$ cat config.mk
export PLATFORM = sky130hd
export DESIGN_NAME = wdog_window_sup
export DESIGN_NICKNAME = d
export VERILOG_FILES = /design/src/rtl/wsup_pkg.sv /design/src/rtl/wsup_sync.sv /design/src/rtl/wsup_tick_cnt.sv /design/src/rtl/wsup_ctrl.sv /design/src/rtl/wdog_window_sup.sv
export SDC_FILE = /design/constraint.sdc
export NUM_CORES = 1
export LEC_CHECK = 0
export BUFFER_PORTS_ARGS = -buffer_cell sky130_fd_sc_hd__buf_2
export CORE_MARGIN = 1
export CORE_UTILIZATION = 53
export CTS_CLUSTER_DIAMETER = 40
export CTS_CLUSTER_SIZE = 20
export DETAILED_ROUTE_END_ITERATION = 7
export PLACE_DENSITY = 0.74
export SETUP_SLACK_MARGIN = 0.05
export SLEW_MARGIN = 20
export SYNTH_ARGS = -nofsm -noshare
export SYNTH_HDL_FRONTEND = slang
export SYNTH_HIERARCHICAL = 1
export SYNTH_SLANG_ARGS = --single-unit
$ cat constraint.sdc
create_clock -name clk -period 3.15 [get_ports clk]
set_clock_uncertainty 0.2 [all_clocks]
set_input_delay 0.315 -clock clk [delete_from_list [all_inputs] [get_ports clk]]
set_output_delay 0.315 -clock clk [all_outputs]
set_load 0.02 [all_outputs]
$ cat src/rtl/wsup_pkg.sv
package wsup_pkg;
  typedef enum logic [1:0] {
    PH_FIRST = 2'd0,
    PH_WIN   = 2'd1,
    PH_PULSE = 2'd2
  } phase_t;

  typedef enum logic [1:0] {
    CAUSE_FIRST_TO = 2'd0,
    CAUSE_EARLY    = 2'd1,
    CAUSE_LATE     = 2'd2,
    CAUSE_GLITCH   = 2'd3
  } cause_t;
endpackage

$ cat src/rtl/wsup_sync.sv
// Trigger synchroniser with transition detector; edges are masked until the chain is filled.
module wsup_sync #(
  parameter int STAGES = 2
) (
  input  logic clk,
  input  logic rst_n,
  input  logic async_i,
  output logic edge_o
);
  localparam int LEN = STAGES + 1;

  logic [LEN-1:0] chain_q, chain_d;
  logic [LEN-1:0] fill_q, fill_d;

  always_comb begin
    chain_d = {chain_q[LEN-2:0], async_i};
    fill_d  = {fill_q[LEN-2:0], 1'b1};
  end

  always_ff @(posedge clk or negedge rst_n) begin
    if (!rst_n) begin
      chain_q <= '0;
      fill_q  <= '0;
    end else begin
      chain_q <= chain_d;
      fill_q  <= fill_d;
    end
  end

  // chain_q[STAGES-1] is the synchronised level, chain_q[STAGES] its previous value
  assign edge_o = fill_q[LEN-1] & (chain_q[STAGES-1] ^ chain_q[STAGES]);
endmodule

$ cat src/rtl/wsup_tick_cnt.sv
module wsup_tick_cnt #(
  parameter int CNT_W = 8
) (
  input  logic             clk,
  input  logic             rst_n,
  input  logic             clr_i,
  input  logic             inc_i,
  output logic [CNT_W-1:0] cnt_o
);
  logic [CNT_W-1:0] cnt_q, cnt_d;

  always_comb begin
    cnt_d = cnt_q;
    if (clr_i)      cnt_d = '0;
    else if (inc_i) cnt_d = cnt_q + 1'b1;
  end

  always_ff @(posedge clk or negedge rst_n) begin
    if (!rst_n) cnt_q <= '0;
    else        cnt_q <= cnt_d;
  end

  assign cnt_o = cnt_q;
endmodule

$ cat src/rtl/wsup_ctrl.sv
module wsup_ctrl
  import wsup_pkg::*;
#(
  parameter int CNT_W        = 15,
  parameter int FIRST_MAX    = 16384,
  parameter int WIN_MIN      = 6554,
  parameter int WIN_MAX      = 9830,
  parameter int GLITCH_TICKS = 2,
  parameter int PULSE_TICKS  = 32
) (
  input  logic             clk,
  input  logic             rst_n,
  input  logic             edge_i,
  input  logic             tick_i,
  input  logic             hold_i,
  input  logic [CNT_W-1:0] cnt_i,
  output logic             cnt_clr_o,
  output phase_t           phase_o,
  output cause_t           cause_o
);
  localparam logic [CNT_W-1:0] L_FIRST = CNT_W'(FIRST_MAX);
  localparam logic [CNT_W-1:0] L_WMIN  = CNT_W'(WIN_MIN);
  localparam logic [CNT_W-1:0] L_WMAX  = CNT_W'(WIN_MAX);
  localparam logic [CNT_W-1:0] L_GLT   = CNT_W'(GLITCH_TICKS);
  localparam logic [CNT_W-1:0] L_PEND  = CNT_W'(PULSE_TICKS - 1);

  phase_t phase_q, phase_d;
  cause_t cause_q, cause_d;
  logic   viol;
  cause_t viol_code;

  always_comb begin
    phase_d   = phase_q;
    cause_d   = cause_q;
    cnt_clr_o = 1'b0;
    viol      = 1'b0;
    viol_code = cause_q;
    if (hold_i) begin
      phase_d   = PH_FIRST;
      cnt_clr_o = 1'b1;
    end else begin
      unique case (phase_q)
        PH_FIRST: begin
          if (cnt_i >= L_FIRST) begin
            viol      = 1'b1;
            viol_code = CAUSE_FIRST_TO;
          end else if (edge_i) begin
            phase_d   = PH_WIN;
            cnt_clr_o = 1'b1;
          end
        end
        PH_WIN: begin
          if (cnt_i > L_WMAX) begin
            viol      = 1'b1;
            viol_code = CAUSE_LATE;
          end else if (edge_i) begin
            if (cnt_i < L_GLT) begin
              viol      = 1'b1;
              viol_code = CAUSE_GLITCH;
            end else if (cnt_i < L_WMIN) begin
              viol      = 1'b1;
              viol_code = CAUSE_EARLY;
            end else begin
              cnt_clr_o = 1'b1;
            end
          end
        end
        PH_PULSE: begin
          if (tick_i && cnt_i == L_PEND) begin
            phase_d   = PH_FIRST;
            cnt_clr_o = 1'b1;
          end
        end
        default: begin
          phase_d   = PH_FIRST;
          cnt_clr_o = 1'b1;
        end
      endcase
      if (viol) begin
        phase_d   = PH_PULSE;
        cause_d   = viol_code;
        cnt_clr_o = 1'b1;
      end
    end
  end

  always_ff @(posedge clk or negedge rst_n) begin
    if (!rst_n) begin
      phase_q <= PH_FIRST;
      cause_q <= CAUSE_FIRST_TO;
    end else begin
      phase_q <= phase_d;
      cause_q <= cause_d;
    end
  end

  assign phase_o = phase_q;
  assign cause_o = cause_q;
endmodule

$ cat src/rtl/wdog_window_sup.sv
module wdog_window_sup
  import wsup_pkg::*;
#(
  parameter int FIRST_MAX    = 16384,
  parameter int WIN_MIN      = 6554,
  parameter int WIN_MAX      = 9830,
  parameter int GLITCH_TICKS = 2,
  parameter int PULSE_TICKS  = 32,
  parameter int SYNC_STAGES  = 2
) (
  input  logic       clk,
  input  logic       rst_n,
  input  logic       tick_en,
  input  logic       trig_in,
  input  logic       wd_disable,
  input  logic       wd_clear,
  output logic       rst_pulse_o,
  output logic [1:0] cause_o
);
  localparam int M1    = (FIRST_MAX > WIN_MAX + 1) ? FIRST_MAX : WIN_MAX + 1;
  localparam int MAXC  = (M1 > PULSE_TICKS) ? M1 : PULSE_TICKS;
  localparam int CNT_W = $clog2(MAXC + 2);

  logic             trig_edge;
  logic             cnt_clr;
  logic [CNT_W-1:0] cnt_q;
  phase_t           phase_q;
  cause_t           cause_q;

  wsup_sync #(.STAGES(SYNC_STAGES)) u_sync (
    .clk     (clk),
    .rst_n   (rst_n),
    .async_i (trig_in),
    .edge_o  (trig_edge)
  );

  wsup_tick_cnt #(.CNT_W(CNT_W)) u_cnt (
    .clk   (clk),
    .rst_n (rst_n),
    .clr_i (cnt_clr),
    .inc_i (tick_en),
    .cnt_o (cnt_q)
  );

  wsup_ctrl #(
    .CNT_W        (CNT_W),
    .FIRST_MAX    (FIRST_MAX),
    .WIN_MIN      (WIN_MIN),
    .WIN_MAX      (WIN_MAX),
    .GLITCH_TICKS (GLITCH_TICKS),
    .PULSE_TICKS  (PULSE_TICKS)
  ) u_ctrl (
    .clk       (clk),
    .rst_n     (rst_n),
    .edge_i    (trig_edge),
    .tick_i    (tick_en),
    .hold_i    (wd_disable | wd_clear),
    .cnt_i     (cnt_q),
    .cnt_clr_o (cnt_clr),
    .phase_o   (phase_q),
    .cause_o   (cause_q)
  );

  assign rst_pulse_o = (phase_q == PH_PULSE);
  assign cause_o     = cause_q;
endmodule

* Word-level counts from Yosys, hierarchy flattened
Index checks and enable logic that the tools add are counted.
** Cells by class
- Bitwise logic cells :: 4
- Shifts and indexed selects :: 0
- Equality and inequality tests :: 10
- Add/sub/neg operators :: 1
- Multipliers :: 0
- Reductions and logical operators :: 6
- Magnitude comparators :: 4
- Div/mod/pow operators :: 0
- Mux-type cells :: 31
** Operator list (number)
- $mux W15 :: 2
- $mux W2 :: 10
- $add A15 B1 Y15 const B :: 1
- $eq A15 B5 Y1 const B :: 1
- $ge A15 B15 Y1 const B :: 1
- $gt A15 B14 Y1 const B :: 1
- $lt A15 B13 Y1 const B :: 1
- $lt A15 B2 Y1 const B :: 1
- $mux W1 :: 15
- $ne A4 B1 Y1 const B :: 2
- $pmux W2 S3 :: 1
- $reduce_and A6 Y1 :: 1
- $ne A4 B2 Y1 const B :: 1
- $ne A4 B3 Y1 const B :: 1
- $pmux W2 S2 :: 1
- $reduce_and A4 Y1 :: 1
- $reduce_bool A2 Y1 :: 2
- $ne A3 B1 Y1 const B :: 1
- $ne A3 B2 Y1 const B :: 1
- $pmux W1 S3 :: 1
- $eq A2 B1 Y1 const B :: 1
- $eq A2 B2 Y1 const B :: 1
- $logic_not A2 Y1 :: 1
- $ne A2 B1 Y1 const B :: 1
- other kinds (6) :: 6
** Word-level totals
- Word-level logic and storage cells :: 61
- Input bits :: 6
- Memories :: 0
- Bits in read-only memories :: 0
- Output and inout port bits :: 3
- RAM bits :: 0
- Register bits after elaboration :: 25
- Bits in latches :: 0

* Depth between registers and ports, before layout
Gate-level depths: netlist (run 1).
- Word-level depth :: 10
- Mapped depth :: 9
- Depth with buffers taken out :: 8

* Cells and area by module
The synthesis (run 1) kept the hierarchy.
** Modules (own cells, without submodules)
- wsup_tick_cnt :: seq. area each 375.4 sq um, area an instance 807.0 sq um, cells an instance 80, instances 1
- wsup_ctrl :: seq. area each 100.1 sq um, area an instance 391.6 sq um, cells an instance 46, instances 1
- wsup_sync :: seq. area each 150.1 sq um, area an instance 168.9 sq um, cells an instance 9, instances 1
- wdog_window_sup :: seq. area each 0.0 sq um, area an instance 12.5 sq um, cells an instance 2, instances 1

* Worst setup path before layout (run 1)
No wires, ideal clock.
- Path kind :: reg-to-reg
- Start point :: register u_cnt.cnt_q[11], in the netlist u_cnt/cnt_o[11]
- End point :: register u_cnt.cnt_q[12], in the netlist u_cnt/cnt_o[12]
- Path buffers :: 1
- Slack :: 0.020 ns
- Required time :: 2.822 ns
- Stages on the path, launching flop included :: 10
- Period minus slack after synthesis :: 3.130 ns
- Arrival time :: 2.802 ns
- Setup time :: 0.128 ns
- Cell sequence :: dfrtp_1 or4_4 a2111oi_4 a2bb2oi_2 a211oi_1 o21ai_0 o2111ai_4 buf_6 nor4_2 mux2_1
** Between the ends
- Word-level cells in the longest chain between the ends :: 10
- Elaborated cells on any way between the ends :: 26
- Classes of those cells :: 1 x add/sub; 4 x order compare; 1 x eq/ne; 18 x mux; 2 x reduce/logical
** RTL lines
- start: declaration :: RTL line wsup_tick_cnt.sv:10 : logic [CNT_W-1:0] cnt_q, cnt_d;
- start signal: assignment :: RTL line wsup_tick_cnt.sv:20 : else cnt_q <= cnt_d;
- $lt A15 B13 Y1 :: RTL line wsup_ctrl.sv:60 : end else if (cnt_i < L_WMIN) begin
- $mux W1 :: RTL line wsup_ctrl.sv:60
- $mux W1 :: RTL line wsup_ctrl.sv:57 : if (cnt_i < L_GLT) begin
- $mux W1 :: RTL line wsup_ctrl.sv:56 : end else if (edge_i) begin
- $mux W1 :: RTL line wsup_ctrl.sv:53 : if (cnt_i > L_WMAX) begin
- $pmux W1 S2 :: RTL line wsup_ctrl.sv:42 : unique case (phase_q)
- $mux W1 :: RTL line wsup_ctrl.sv:38 : if (hold_i) begin
- $mux W1 * :: RTL line wsup_ctrl.sv:79 : if (viol) begin
- $mux W1 * :: RTL line wsup_ctrl.sv:38
- via cnt_clr :: RTL line wdog_window_sup.sv:25 : logic cnt_clr;
- $mux W15 or $reduce_bool A2 Y1 (tied branches)
The timed path passes the listed nets; every way through them passes the cells marked *. The select of a mux whose other input is x is not followed.
A chain may end at the register's enable or synchronous reset.

* Worst setup path after layout (run 1)
- Start point :: register u_cnt.cnt_q[11], in the netlist u_cnt/cnt_o[11]
- End point :: register u_cnt.cnt_q[14], in the netlist u_cnt/cnt_o[14]
The elaborated chain is that of the path after synthesis.

==> impl_metrics.py, run 1 <==
metrics = {
    "clocking": {
        "ctsRootBufferMaster": "clkbuf_4",
        "cts-buffers-inserted": 3,
        "htreeDepth": 1,
        "clk_latency_ns": 0.32,
        "clk_pin_slew_ns": 0.15,
        "cts.sinks": 25,
        "cts_tree": "yes",
        "cts_buffer_depth": 2,
    },
    "synthesis": {
        "synth-xor-area-share_pct": 3.17,
        "netlist_instances": 137,
        "syn_nets": 144,
        "syn_avg_cell_area_sq_um": 10.1,
        "synth_area_sq_um": 1380,
        "yosys_register_bits": 25,
        "synth_edf_count": 0,
        "synth_compound_area_share_pct": 19.0,
        "yosys.area_share.simple_pct": 24.3,
        "ys_types": 46,
        "async_flop_share_pct": 100,
        "synthAdderAreaFrac_pct": 0.907,
        "synth_top_family_by_area": "simple AND/OR/NAND/NOR gates",
        "ys_warn_count": 6,
        "synth.area.mux_share_pct": 3.99,
        "ys_seq_area_share_pct": 45.3,
        "synth_top_flop_cell": "dfrtp_1",
    },
    "layout": {
        "stdcell_count": 191,
        "syn2layout_area_growth_pct": 18.9,
        "layout-drive-gt1-share_pct": 24.8,
        "nNetsFinal": 169,
        "antenna_cells": 0,
        "utilization_pct": 66.3,
    },
    "outcome": {
        "status": "complete, no violations",
    },
    "timing": {
        "worst_slew_pin_slew_ns": 0.570,
        "setup_slack_ns": 0.166,
        "setup_viol": 0,
        "finalSetupTns_ns": 0,
        "hold_violations": 0,
        "slew_viol_final": 0,
        "grt_setup_unrepaired": "no",
        "fmax_ghz": 0.335,
        "period_needed_ns": 2.98,
        "period_share_pct": 94.7,
        "slew_headroom_pct": 62.0,
    },
    "global_routing": {
        "grt_max_degree": 26,
        "gr-usage-met3_pct": 4.89,
        "grtUsageTotal_pct": 26.5,
        "grt_most_used_layer": "met2",
        "grt_pass1_vias": 1129,
        "antenna_found_initial": 0,
        "gr-total-overflow": 0,
        "met2_usage_pct": 42.0,
        "met1_usage_pct": 35.5,
        "grt_pass1_wl_um": 5320,
    },
    "critical_path": {
        "start_kind": "flip-flop",
        "crit_slowest_cell": "or4_4",
        "cp.arrival_ns": 3.00,
        "crit_buf_inv": 1,
        "r2r-start": "u_cnt/cnt_o[11]",
        "worstPathRequired_ns": 3.17,
        "crit_family": "simple AND/OR/NAND/NOR gates",
        "crit_fanout": 5,
        "endpoint_kind": "flip-flop",
        "worstPathCellList": "or4_4 -> a2111oi_4 -> a2bb2oi_2 -> a211oi_1 -> o21ai_2 -> buf_4 -> o2111ai_4 -> nor4_2 -> mux2_1",
        "critPathKind": "reg2reg",
        "slowest_delay_ns": 0.58,
        "critPathLaunch": "u_cnt/cnt_o[11]",
    },
    "pwr": {
        "pwr_density_cell_nw_per_um2": 341,
        "peakVddDrop_mv": 0.346,
        "power_uw": 559,
        "leakage_nw": 0.638,
    },
    "placed_design": {
        "dp_cells": 182,
        "routabilityCongestion": 0.853,
        "pre_cts_slack_ns": 0.0651,
        "portBuffers": 8,
        "place_hpwl_um": 2210,
    },
    "drt": {
        "dr_total_vias": 1251,
        "vias_per_cell": 6.55,
        "first_pass_iters": 4,
        "routed_wl_um": 3510,
        "drt_iter0_markers": 49,
        "drc": 0,
        "wl_per_cell_um": 18.4,
        "antenna_left": 0,
    },
    "hold_path": {
        "worstHoldPathType": "reg2reg",
        "min-delay-start": "u_sync/chain_q[0]",
    },
    "floorplan": {
        "ios": 9,
        "die_x_um": 53.0,
        "initial_utilization_pct": 55.7,
        "die_h_um": 53.0,
        "die_area_sq_um": 2810,
        "core_region_area_sq_um": 2480,
        "rows": 18,
    },
    "run": {
        "drv_cap": 0,
    },
}
metrics by stage:
step                      area (sq um)  hold WS, ns
after floorplan                   1380       -0.181
after global placement            1520        0.120
after detailed placement          1520        0.136
after CTS                         1570        0.161
after global routing              1640        0.186
final                             1640        0.171
cell type report:
cell class,instances,area (sq um)
multi-input combinational,105,772
clock inverter,1,7.51
inverter,3,11.3
fill,209,836
clock buffer,3,22.5
sequential,25,626
tap,30,37.5
timing repair buffer,24,165
power by group:
group	internal (mW)	leakage [nW]	switching (mW)	total, mW
clock network	0.0485	0.0139	0.103	0.151
logic	0.0258	0.291	0.0410	0.0668
registers	0.332	0.333	0.00934	0.341
cells in the mapped netlist, drive strengths merged (2+ instances only):
cell type	instances	area share, %
nand4	8	3.6
or3	3	1.4
nand3	5	2.2
or4	5	3.0
inv	3	0.82
buf	2	1.4
a21oi	6	2.2
a31oi	2	0.91
xor2	4	2.5
nor2b	4	1.8
o21ai	7	2.5
nor4	6	3.2
nor3	2	0.73
clkbuf	3	0.82
dfrtp	25	45
o31ai	3	1.6
nand2	7	1.9
o211ai	2	1.1
or2	2	0.91
nor2	15	4.1
mux2	4	3.3
layer usage:
layer	vias to the layer above	share of wire, %	wire length (um)
met1	594	40	1420
met4	0	3.3	116
met3	14	6.6	232
met2	73	50	1750
li1	570	-	-
met5	-	0	0
kinds of logic after synthesis:
logic type | after synthesis
DFF | 25
and+or+nand+nor | 60
adders and majority gates | 1
buffers and inverters | 8
AOI/OAI and AO/OA | 32
other | 1
muxes | 5
xor gates and xnor gates | 5
timing repair:
| item | CTS | global route |
|---|---|---|
| setup buffers | 0 | 2 |
| gates resized for setup | 1 | 6 |
| hold buffers | 2 | 0 |
| endpoints found under the hold margin | 26 | 0 |
| setup endpoints to repair | 1 | 10 |
| pin swaps | 0 | 5 |
| cloned | 0 | 1 |
registers in the layout, indices dropped and copies added, names as in the netlist:
signal / count
u_ctrl/cause_o: 2
u_sync/chain_q: 3
u_cnt/cnt_o: 15
u_ctrl/phase_o: 2
u_sync/fill_q: 3
worst register-to-register path, delay by kind of cell, from the launching register on:
kind / cells / cell delay [ns]
AOI/OAI and AO/OA: 5 / 0.86
muxes: 1 / 0.36
buffers and inverters: 1 / 0.16
and+or+nand+nor: 2 / 0.90
DFF: 1 / 0.41
final timing paths:
| check | end | slack, ns | depth (start not counted) |
|---|---|---|---|
| hold reg to reg | u_sync/chain_q[1] | 0.17 | 0 |
| setup reg to reg | u_cnt/cnt_o[14] | 0.17 | 9 |
| setup / recovery | u_cnt/cnt_o[14] | 0.17 | 9 |
| min in group asynchronous | u_sync/chain_q[2] | 0.29 | 2 |
| hold / removal | u_sync/chain_q[1] | 0.17 | 0 |
| max in group asynchronous | u_cnt/cnt_o[6] | 2.08 | 2 |
cells in the final DEF (no fill, tap or decap), drive strengths merged, types with 2 or more instances in the layout:
| cell type | n |
|---|---|
| o211ai | 2 |
| nand3 | 5 |
| o31ai | 3 |
| nand2 | 7 |
| inv | 3 |
| o21ai | 7 |
| a31oi | 2 |
| nor2b | 4 |
| or3 | 3 |
| o2111ai | 2 |
| dlygate4sd3 | 2 |
| or2 | 2 |
| xor2 | 4 |
| nor3 | 2 |
| clkbuf | 3 |
| nor2 | 15 |
| nor4 | 6 |
| dfrtp | 25 |
| buf | 22 |
| a21oi | 6 |
| mux2 | 4 |
| nand4 | 8 |
| or4 | 5 |
Note: power is estimated with default switching activity, not from simulation.
==> run 2, diff against run 1 <==
--- a/config.mk
+++ b/config.mk
@@ -7,11 +7,11 @@
 export LEC_CHECK = 0
 export BUFFER_PORTS_ARGS = -buffer_cell sky130_fd_sc_hd__buf_2
 export CORE_MARGIN = 1
-export CORE_UTILIZATION = 53
+export CORE_UTILIZATION = 59
 export CTS_CLUSTER_DIAMETER = 40
 export CTS_CLUSTER_SIZE = 20
 export DETAILED_ROUTE_END_ITERATION = 7
-export PLACE_DENSITY = 0.74
+export PLACE_DENSITY = 0.78
 export SETUP_SLACK_MARGIN = 0.05
 export SLEW_MARGIN = 20
 export SYNTH_ARGS = -nofsm -noshare
==> constraint.sdc (replaced) <==
create_clock -name clk -period 3.1 [get_ports clk]
set_clock_uncertainty 0.2 [all_clocks]
set_input_delay 0.31 -clock clk [delete_from_list [all_inputs] [get_ports clk]]
set_output_delay 0.31 -clock clk [all_outputs]
set_load 0.02 [all_outputs]
==> impl_metrics.py, run 2 (synthesis gave the netlist of run 1 again) <==
metrics = {
    "outcome": {
        "status": "complete, no violations",
    },
    "timing": {
        "slew_viol_final": 0,
        "hold_violations": 0,
        "worst_slew_pin_slew_ns": 0.572,
        "period_needed_ns": 3.07,
        "slew_headroom_pct": 61.9,
        "grt_setup_unrepaired": "yes",
        "fmax_ghz": 0.325,
        "finalSetupTns_ns": 0,
        "setup_viol": 0,
        "whs_ns": 0.164,
        "period_share_pct": 99.1,
    },
    "layout": {
        "syn2layout_area_growth_pct": 20.4,
        "final_common_cell": "dfrtp_1",
        "largest_reg_flops": 15,
        "antenna_cells": 0,
        "final_cell_mix": "25 x dfrtp_1, 17 x buf_4, 15 x nor2_1",
        "nNetsFinal": 173,
        "layout-drive-gt1-share_pct": 26.7,
        "stdcell_count": 193,
        "utilization_pct": 75.1,
    },
    "clocking": {
        "cts.sinks": 25,
        "htreeDepth": 1,
        "clk_latency_ns": 0.32,
        "cts_buffer_depth": 2,
        "ctsRootBufferMaster": "clkbuf_4",
        "cts_tree": "yes",
        "cts-buffers-inserted": 3,
        "clk_pin_slew_ns": 0.14,
    },
    "placed_design": {
        "routabilityCongestion": 0.895,
        "dp_cells": 182,
        "place_hpwl_um": 2200,
        "portBuffers": 8,
    },
    "hold_path": {
        "whs_path_depth": 0,
        "min-delay-start": "u_sync/fill_q[0]",
        "holdPathEnd": "u_sync/fill_q[1]",
        "worstHoldPathType": "reg2reg",
    },
    "critical_path": {
        "r2r-start": "u_cnt/cnt_o[12]",
        "critPathKind": "reg2reg",
        "start_kind": "flip-flop",
        "cp.arrival_ns": 3.09,
        "endpoint_kind": "flip-flop",
        "r2r_setup_slack_ns": 0.03,
        "worstPathRequired_ns": 3.12,
        "crit_fanout": 6,
        "r2r_cells": 8,
        "r2r-end": "u_cnt/cnt_o[11]",
    },
    "pwr": {
        "peakVddDrop_mv": 0.326,
        "pwr_density_cell_nw_per_um2": 338,
        "leakage_nw": 0.660,
    },
    "drt": {
        "route.met2.wl_um": 1710,
        "dr_total_vias": 1301,
        "top_layer": "met4",
        "wl_per_cell_um": 18.9,
        "drc": 0,
        "met3_length_um": 336,
        "vias_per_cell": 6.74,
        "drt_iter0_markers": 89,
        "antenna_left": 0,
        "routed_wl_um": 3650,
        "first_pass_iters": 4,
        "routedLengthMet1_um": 1440,
    },
    "run": {
        "drv_cap": 0,
    },
    "global_routing": {
        "gr-total-overflow": 0,
        "grt_max_degree": 26,
        "grtUsageTotal_pct": 30.7,
        "grt_pass1_vias": 1236,
        "grt_pass1_wl_um": 5800,
        "antenna_found_initial": 0,
    },
    "floorplan": {
        "die_area_sq_um": 2540,
        "die_x_um": 50.4,
        "die_h_um": 50.4,
        "initial_utilization_pct": 62.4,
        "ios": 9,
        "rows": 17,
        "core_region_area_sq_um": 2210,
    },
}
## run 2: cell type report
type,instances,area [sq um]
inverters,3,11.3
clock inverters,1,7.51
multi-input cells,105,761
fillers,168,551
repair buffers,28,199
flip-flops and latches,25,626
clock buffers,3,22.5
well taps,28,35.0
## run 2: timing repair
action | CTS | global route
pin swaps | 3 | 7
endpoints found under the setup margin | 8 | 10
hold buffers | 2 | 0
gates resized for setup | 4 | 3
buffers inserted | 2 | 2
cloned | 1 | 0
endpoints found under the hold margin | 26 | 0
## run 2: worst max path at each step
stage | to | slack, ns | from
6_report | u_cnt/cnt_o[11] | 0.03 | u_cnt/cnt_o[12]
5_1_grt | u_cnt/cnt_o[9] | -0.009 | u_cnt/cnt_o[11]
4_1_cts | u_cnt/cnt_o[11] | 0.05 | u_cnt/cnt_o[11]
3_5_place_dp | u_cnt/cnt_o[14] | -0.04 | u_cnt/cnt_o[11]
3_3_place_gp | u_cnt/cnt_o[14] | 0.11 | u_cnt/cnt_o[11]
2_1_floorplan | u_cnt/cnt_o[12] | 0.07 | u_cnt/cnt_o[11]
## run 2: critical path, stage by stage (launching register included)
cell and delay (ns):
dfrtp_1 0.44, or4_4 0.57, a2111oi_4 0.24, a2bb2oi_2 0.19
a211oi_1 0.12, o21ai_2 0.27, o2111ai_4 0.25, nor4_2 0.33
mux2_1 0.36
## run 2: metrics by stage
step / worst slack (ns) / power, mW / area (sq um)
CTS: 0.0519 / 0.563 / 1630
global placement: 0.112 / 0.410 / 1530
global route: -0.00945 / 0.589 / 1660
finish: 0.0267 / 0.562 / 1660
detailed placement: -0.0391 / 0.414 / 1530
floorplan: 0.0677 / 0.390 / 1380
## run 2: layer usage
| layer | up-vias | track usage, % |
|---|---|---|
| met5 | - | 0 |
| li1 | 583 | - |
| met2 | 92 | 48.2 |
| met4 | 0 | 18.1 |
| met3 | 23 | 5.76 |
| met1 | 603 | 39.2 |
## run 2: power by group
group          switching [mW]  leakage [nW]  internal [mW]
Combinational          0.0422         0.313         0.0247
Sequential            0.00865         0.333          0.337
Clock                  0.0996        0.0139         0.0493
Total                   0.150         0.660          0.411
==> run 3, diff against run 2 <==
--- a/config.mk
+++ b/config.mk
@@ -6,6 +6,7 @@
 export NUM_CORES = 1
 export LEC_CHECK = 0
 export BUFFER_PORTS_ARGS = -buffer_cell sky130_fd_sc_hd__buf_2
+export CORE_ASPECT_RATIO = 0.75
 export CORE_MARGIN = 1
 export CORE_UTILIZATION = 59
 export CTS_CLUSTER_DIAMETER = 40
==> impl_metrics.py, run 3 (synthesis gave the netlist of run 1 again) <==
metrics = {
    "outcome": {
        "status": "finished with violations",
        "failed_checks": "DRC",
    },
    "placed_design": {
        "routabilityCongestion": 0.914,
        "place_hpwl_um": 2270,
        "portBuffers": 8,
        "dp_cells": 179,
        "pre_cts_slack_ns": 0.0483,
        "place_area_sq_um": 1530,
    },
    "global_routing": {
        "gr-total-overflow": 0,
        "antenna_found_initial": 0,
        "grt_pass1_vias": 1186,
        "grtUsageTotal_pct": 28.9,
        "grt_max_degree": 26,
        "grt_pass1_wl_um": 5490,
    },
    "clocking": {
        "cts_buffer_depth": 2,
        "ctsRootBufferMaster": "clkbuf_4",
        "cts-buffers-inserted": 3,
        "clk_latency_ns": 0.32,
        "htreeDepth": 1,
        "post_cts_buffers": 0,
        "cts.sinks": 25,
        "cts_tree": "yes",
        "clk_pin_slew_ns": 0.14,
    },
    "critical_path": {
        "slowest_delay_ns": 0.58,
        "start_kind": "flip-flop",
        "worstPathRequired_ns": 3.11,
        "worstPathCellList": "or4_4 -> a2111oi_4 -> a2bb2oi_2 -> a211oi_1 -> o21ai_2 -> o2111ai_4 -> nor4_2 -> mux2_1",
        "critPathKind": "reg2reg",
        "crit_slowest_cell": "or4_4",
        "cp.arrival_ns": 3.00,
        "crit_fanout": 5,
        "endpoint_kind": "flip-flop",
    },
    "drt": {
        "dr_total_vias": 1260,
        "wl_per_cell_um": 18.1,
        "vias_per_cell": 6.77,
        "antenna_left": 0,
        "routed_wl_um": 3360,
        "drc": 2,
        "first_pass_iters": 6,
        "drt_iter0_markers": 187,
    },
    "layout": {
        "final_common_cell": "dfrtp_1",
        "layout-drive-gt1-share_pct": 24.7,
        "stdcell_count": 186,
        "largest_reg_flops": 15,
        "fillers": 139,
        "fin_area_sq_um": 1640,
        "final_cell_mix": "25 x dfrtp_1, 15 x buf_4, 15 x nor2_1",
        "antenna_cells": 0,
        "regArea_sq_um": 626,
        "nNetsFinal": 170,
        "multi_input_area_sq_um": 766,
        "syn2layout_area_growth_pct": 18.5,
    },
    "timing": {
        "fmax_ghz": 0.334,
        "setup_slack_ns": 0.105,
        "slew_headroom_pct": 63.1,
        "finalSetupTns_ns": 0,
        "grt_setup_unrepaired": "no",
        "setup_viol": 0,
        "worst_slew_pin_slew_ns": 0.554,
        "hold_violations": 0,
        "slew_viol_final": 0,
        "period_share_pct": 96.6,
        "period_needed_ns": 2.99,
    },
    "floorplan": {
        "die_x_um": 57.8,
        "die_area_sq_um": 2540,
        "die_h_um": 43.9,
        "initial_utilization_pct": 65.7,
        "ios": 9,
        "core_region_area_sq_um": 2100,
        "rows": 14,
    },
    "pwr": {
        "p_switching_uw": 149,
        "clock_power_share_pct": 26.3,
        "switching_share_pct": 26.5,
        "leakage_nw": 0.661,
        "pwr-share-seq_pct": 61.9,
        "peakVddDrop_mv": 0.303,
        "internal-power_uw": 411,
        "pwr_density_cell_nw_per_um2": 342,
        "comb_power_share_pct": 11.7,
    },
    "run": {
        "drv_cap": 0,
    },
    "hold_path": {
        "worstHoldPathType": "reg2reg",
    },
}
## run 3: cell count changes in the layout (fill, tap and decap cells not counted)
cell     change
a21oi_1      +1
a21oi_2      -1
buf_4        -2
buf_6        -1
nor4_2       -1
nor4_4       +1
## run 3: area by class of cell
class | instances | area share [%]
Tap cell | 24 | 1.84
Sequential cell | 25 | 38.3
Clock inverter | 1 | 0.459
Multi-Input combinational cell | 105 | 46.8
Timing Repair Buffer | 25 | 10.6
Clock buffer | 3 | 1.38
Inverter | 3 | 0.689
## run 3: through the flow
step	total power, mW	hold slack, ns	utilization [%]
2_1_floorplan	0.390	-0.186	-
3_3_place_gp	0.410	0.118	72.9
3_5_place_dp	0.414	0.122	72.9
4_1_cts	0.560	0.169	75.6
5_1_grt	0.582	0.185	77.8
6_report	0.560	0.167	77.8
## run 3: power groups by stage
stage | Clock [mW] | Combinational (mW) | Sequential, mW
floorplan | 0 | 0.0333 | 0.356
global placement | 0 | 0.0587 | 0.351
detailed placement | 0 | 0.0611 | 0.353
CTS | 0.150 | 0.0632 | 0.347
global route | 0.161 | 0.0720 | 0.348
finish | 0.147 | 0.0657 | 0.347
## run 3: per-layer routing
metal	vias up	wire, um	track usage, %
li1	575	-	-
met1	619	1480	40.3
met2	60	1560	44.6
met3	6	289	10.7
met4	0	25	4.29
met5	-	0	0
## run 3: path summary, 6_finish.rpt
path	depth (start not counted)	slack (ns)	to	startpoint
max	8	0.11	u_cnt/cnt_o[14]	u_cnt/cnt_o[11]
min reg2reg	0	0.17	u_sync/fill_q[1]	u_sync/fill_q[0]
max reg2reg	8	0.11	u_cnt/cnt_o[14]	u_cnt/cnt_o[11]
max in group asynchronous	2	2.03	u_cnt/cnt_o[10]	rst_n
min	0	0.17	u_sync/fill_q[1]	u_sync/fill_q[0]
min in group asynchronous	2	0.30	u_sync/fill_q[2]	rst_n
## run 3: worst max-delay path: cells and delay by family (launching register included)
kind	cells	cell delay, ns
multiplexers	1	0.37
AND/OR/NAND/NOR	2	0.95
flip-flops	1	0.41
AO/OA/AOI/OAI	5	0.96
## run 3: repair_timing
item                                   CTS  global route
gates resized for setup                  1             5
pin swaps                                0             3
endpoints found under the hold margin   26             0
cloned                                   0             1
hold buffers                             2             0
setup endpoints to repair                1            10
